<file path="config.mk">
export PLATFORM = sky130hd
export DESIGN_NAME = mda_unit
export DESIGN_NICKNAME = d
export VERILOG_FILES = /design/src/rtl/mda_pkg.sv /design/src/rtl/mda_avg.sv /design/src/rtl/mda_absdiff.sv /design/src/rtl/mda_cond.sv /design/src/rtl/mda_unit.sv
export SDC_FILE = /design/constraint.sdc
export NUM_CORES = 1
export LEC_CHECK = 0
export BUFFER_PORTS_ARGS = -buffer_cell sky130_fd_sc_hd__buf_2
export CELL_PAD_IN_SITES_DETAIL_PLACEMENT = 1
export CELL_PAD_IN_SITES_GLOBAL_PLACEMENT = 1
export CORE_MARGIN = 1
export CORE_UTILIZATION = 45
export DETAILED_ROUTE_END_ITERATION = 10
export PLACE_DENSITY = 0.93
export SLEW_MARGIN = 20
export SYNTH_ARGS = -nofsm -noshare
export SYNTH_HDL_FRONTEND = slang
export SYNTH_HIERARCHICAL = 1
export SYNTH_SLANG_ARGS = --single-unit
</file>
<file path="constraint.sdc">
create_clock -name clk -period 7.4 [get_ports clk]
set_input_delay 0.37 -clock clk [delete_from_list [all_inputs] [get_ports clk]]
set_output_delay 0.37 -clock clk [all_outputs]
set_load 0.01 [all_outputs]
</file>
<file path="src/rtl/mda_pkg.sv">
package mda_pkg;
  typedef enum logic [2:0] {
    OP_AVG  = 3'd0,
    OP_SABS = 3'd1,
    OP_UABS = 3'd2,
    OP_SACC = 3'd3,
    OP_UACC = 3'd4
  } mda_op_e;

  localparam int CondW = 4;
  localparam int CondNeg  = 3;
  localparam int CondPos  = 2;
  localparam int CondZero = 1;
  localparam int CondSo   = 0;
endpackage

</file>
<file path="src/rtl/mda_avg.sv">
module mda_avg #(
  parameter int XLEN = 32
) (
  input  logic [XLEN-1:0] a,
  input  logic [XLEN-1:0] b,
  output logic [XLEN-1:0] avg
);
  localparam int SumW = XLEN + 1;
  logic [SumW-1:0] sum;

  // carry-extended rounding add, keep upper XLEN bits
  always_comb begin
    sum = {1'b0, a} + {1'b0, b} + SumW'(1);
    avg = sum[SumW-1:1];
  end
endmodule

</file>
<file path="src/rtl/mda_absdiff.sv">
module mda_absdiff #(
  parameter int  XLEN   = 32,
  parameter bit  SIGNED = 1'b0
) (
  input  logic [XLEN-1:0] a,
  input  logic [XLEN-1:0] b,
  output logic [XLEN-1:0] diff
);
  logic a_lt_b;

  generate
    if (SIGNED) begin : g_scmp
      assign a_lt_b = $signed(a) < $signed(b);
    end else begin : g_ucmp
      assign a_lt_b = a < b;
    end
  endgenerate

  // complement-plus-one subtraction, operand order chosen by the compare
  always_comb begin
    if (a_lt_b) diff = ~a + b + XLEN'(1);
    else        diff = ~b + a + XLEN'(1);
  end
endmodule

</file>
<file path="src/rtl/mda_cond.sv">
module mda_cond #(
  parameter int XLEN = 32
) (
  input  logic [XLEN-1:0]         value,
  input  logic                    so,
  output logic [mda_pkg::CondW-1:0] cond
);
  import mda_pkg::*;

  always_comb begin
    cond = '0;
    if ($signed(value) < 0)      cond[CondNeg]  = 1'b1;
    else if (value != '0)        cond[CondPos]  = 1'b1;
    else                         cond[CondZero] = 1'b1;
    cond[CondSo] = so;
  end
endmodule

</file>
<file path="src/rtl/mda_unit.sv">
module mda_unit #(
  parameter int XLEN = 32
) (
  input  logic            clk,
  input  logic            rst_n,
  input  logic            op_valid,
  output logic            op_ready,
  input  logic [2:0]      op_code,
  input  logic            rec_en,
  input  logic            so_in,
  input  logic [XLEN-1:0] a_in,
  input  logic [XLEN-1:0] b_in,
  input  logic [XLEN-1:0] dst_in,
  output logic            res_valid,
  input  logic            res_ready,
  output logic [XLEN-1:0] res_data,
  output logic [3:0]      res_cond
);
  import mda_pkg::*;

  localparam int NumCmp = 2; // index 0 signed, index 1 unsigned

  logic [XLEN-1:0] avg_w;
  logic [XLEN-1:0] diff_w [NumCmp];
  logic [XLEN-1:0] nxt_data;
  logic [CondW-1:0] nxt_cond;
  logic in_fire;

  mda_avg #(.XLEN(XLEN)) u_avg (.a(a_in), .b(b_in), .avg(avg_w));

  for (genvar i = 0; i < NumCmp; i++) begin : g_abs
    mda_absdiff #(.XLEN(XLEN), .SIGNED(i == 0)) u_abs (
      .a(a_in), .b(b_in), .diff(diff_w[i])
    );
  end

  always_comb begin
    unique case (op_code)
      OP_AVG:  nxt_data = avg_w;
      OP_SABS: nxt_data = diff_w[0];
      OP_UABS: nxt_data = diff_w[1];
      OP_SACC: nxt_data = dst_in + diff_w[0];
      OP_UACC: nxt_data = dst_in + diff_w[1];
      default: nxt_data = '0;
    endcase
  end

  mda_cond #(.XLEN(XLEN)) u_cond (.value(nxt_data), .so(so_in), .cond(nxt_cond));

  assign op_ready = !res_valid || res_ready;
  assign in_fire  = op_valid && op_ready;

  always_ff @(posedge clk) begin
    if (!rst_n) begin
      res_valid <= 1'b0;
      res_data  <= '0;
      res_cond  <= '0;
    end else begin
      if (in_fire) begin
        res_valid <= 1'b1;
        res_data  <= nxt_data;
        if (rec_en) res_cond <= nxt_cond;
      end else if (res_ready) begin
        res_valid <= 1'b0;
      end
    end
  end

  assert_hold_R2: assert property (@(posedge clk) disable iff (!rst_n)
    (res_valid && !res_ready) |=> (res_valid && $stable(res_data) && $stable(res_cond)));

  assert_accept_R1: assert property (@(posedge clk) disable iff (!rst_n)
    (op_valid && op_ready) |=> res_valid);

  assert_bad_code_R8: assert property (@(posedge clk) disable iff (!rst_n)
    (op_valid && op_ready && op_code > 3'd4) |=> (res_data == '0));

  assert_plain_keeps_R10: assert property (@(posedge clk) disable iff (!rst_n)
    (op_valid && op_ready && !rec_en) |=> $stable(res_cond));

  assert_rec_flags_R9: assert property (@(posedge clk) disable iff (!rst_n)
    (op_valid && op_ready && rec_en) |=>
      ($onehot(res_cond[3:1]) && res_cond[0] == $past(so_in)));

  assert_flag_sign_R9: assert property (@(posedge clk) disable iff (!rst_n)
    (op_valid && op_ready && rec_en) |=> (res_cond[3] == res_data[XLEN-1]));
endmodule

</file>
==> flow_summary.json <==
{
  "syn_to_final_growth_pct": 8.41,
  "yosysWarnings": 6,
  "holdWs_ps": 362,
  "grt_pass1_vias": 15221,
  "routedWlPerCell_um": 21.3,
  "grt_pass1_wl_um": 81400,
  "required_ps": 7570,
  "rsz0062_at_grt": "no",
  "holdBufCountCts": 0,
  "io_pins": 143,
  "startpoint_type": "input pin",
  "synth.area.top_cells": "ha_1, a21oi_1, nand2_1, dfxtp_1, o21ai_0",
  "drtIter0Drc": 1188,
  "num-nets-final": 2348,
  "fin_util_pct": 50.0,
  "path_class": "input pin to register",
  "setup_tns_ps": 0,
  "totalWireLength_um": 51700,
  "start_util_pct": 46.1,
  "drv_slew": 0,
  "busiest_layer": "met2",
  "worst_pin_slew_ps": 916,
  "hp-class": "input pin to register",
  "fmax_mhz": 147,
  "syn-cell-area_mm2": 0.0133,
  "die_w_um": 174,
  "async_reset_ff_share_pct": 0,
  "synth_enable_flop_cells": 0,
  "cts_tree": "built",
  "syn_nets": 2264,
  "outcome": "completed",
  "dp_cells": 2417,
  "core_mm2": 0.0289,
  "gr-usage-met2_pct": 54.4,
  "clock_path_buffers": 2,
  "overflow": 0,
  "die-area_mm2": 0.0303,
  "insertion_delay_ps": 290,
  "dr.pass1.iters": 5,
  "regToRegSetupSlack_ps": 5650,
  "num_vias": 15194,
  "cts_setup_buffers": 0,
  "use_met1_pct": 45.8,
  "cap_violations": 0,
  "cts_buffers": 5,
  "synth_commonest_cells": "nand2_1, a21oi_1, ha_1",
  "cts_sinks": 37,
  "postSynthAreaPerCell_um2": 6.82,
  "finalNonFillerCells": 2428,
  "cts.root.buffer_cell": "clkbuf_16",
  "worst_path_most_repeated_cell": "nand2_1",
  "ant_nets": 0,
  "dp_hpwl_um": 43600,
  "die_h_um": 174,
  "grt.total_usage_pct": 33.0,
  "critPathTopFamily": "compound AO/OA/AOI/OAI gates",
  "fin_skew_ps": 6.85,
  "cts_resized": 0,
  "end_kind": "register",
  "syn_inst": 1956,
  "power.density_mw_per_mm2": 165,
  "antenna_found_initial": 3,
  "synth.most_common_cell": "nand2_1",
  "ys_seq_area_share_pct": 5.55,
  "num_rows": 62,
  "drive_above_1_share_pct": 12.2,
  "cts_max_level": 2,
  "grt_max_degree": 44,
  "synth_top_area_share_pct": 18.5,
  "drc_errors": 0,
  "gp_congestion": 0.994,
  "synth_top_cell_by_area": "ha_1",
  "cp_slowest_stage_delay_ps": 460,
  "maxSlewHeadroom_pct": 38.8,
  "p_leak_nw": 7.34,
  "critPathArrivalTime_ps": 6970,
  "grtUsageMet3_pct": 2.21,
  "ys_types": 96,
  "hold_violations": 0,
  "ys.flop_type": "dfxtp_1",
  "synth-seq-cells": 37,
  "clk_pin_slew_worst_paths_ps": 60,
  "post-route-period-util_pct": 91.9,
  "cp_max_fo": 10,
  "final-setup-viol-count": 0,
  "peakVddDrop_mv": 0.0781,
  "timing.final.crit_period_ps": 6800,
  "slowest_stage": "a32oi_4",
  "viasPerCell": 6.26,
  "crit_buf_inv": 3,
  "io_buffers": 142
}
## metrics by stage
step	worst slack (ps)	power (W)	instance area [um^2]
finish	598	0.00238	14500
global route	227	0.00255	14500
CTS	717	0.00233	14400
detailed placement	446	0.00212	14300
global placement	635	0.00205	14300
floorplan	1430	0.00157	13300
## worst min-delay path, stage by stage
cell      delay (ps)
buf_2            100
nand3_1           50
a21boi_0          80
## placed cells by master, fill, tap and decap left out, types with 8 or more instances in the layout
master,n
and3_1,19
a21oi_2,10
o21ai_0,139
nor2_1,127
a211oi_1,20
nor3b_1,11
a221oi_1,8
buf_2,142
nand3_1,28
a21boi_0,19
buf_4,31
nand4_1,25
xnor2_1,59
nand2b_1,16
a21o_1,90
nor3_1,25
a21oi_1,216
a31oi_1,30
nor2b_1,14
inv_1,177
o211ai_1,9
o21a_1,15
ha_1,197
dfxtp_1,37
xor2_1,49
o21bai_1,19
and2_1,20
o22ai_1,13
mux2i_1,49
nand2_1,252
## final cells by class
class | instances | area (um^2)
Multi-Input combinational cell | 1645 | 11500
Clock buffer | 6 | 129
Sequential cell | 37 | 741
Tap cell | 384 | 480
Antenna cell | 3 | 7.51
Timing Repair Buffer | 173 | 943
Clock inverter | 2 | 10.0
Inverter | 178 | 668
Fill cell | 3901 | 14500
## kinds of logic after synthesis
family | count (synthesis) | share of synthesized area (%)
buf+inv | 274 | 8.42
fa+ha+maj | 203 | 19.4
simple gates | 578 | 20.1
compound gates | 697 | 34.5
xor+xnor | 108 | 7.09
flops | 37 | 5.55
mux | 59 | 4.94
## sequential cells by signal (all words and copies together) (netlist names)
name       flops
res_cond       4
res_data      32
res_valid      1
## per-layer routing
layer / wire length, um / vias up
met2: 23400 / 582
met3: 2880 / 99
met5: 0 / -
li1: - / 7127
met4: 1510 / 0
met1: 23900 / 7386
## power breakdown
group          switching [W]  internal (W)
registers          0.0000108      0.000220
clock network      0.0000822      0.000124
logic                0.00121      0.000730
## worst paths after layout
check                       to        start  cells past startpoint
setup reg to reg  res_data[28]    res_valid                      4
setup / recovery   res_cond[2]     a_in[13]                     30
hold / removal     res_cond[0]        so_in                      3
hold reg to reg    res_data[0]  res_data[0]                      2
Note: power is estimated with default switching activity, not from simulation.
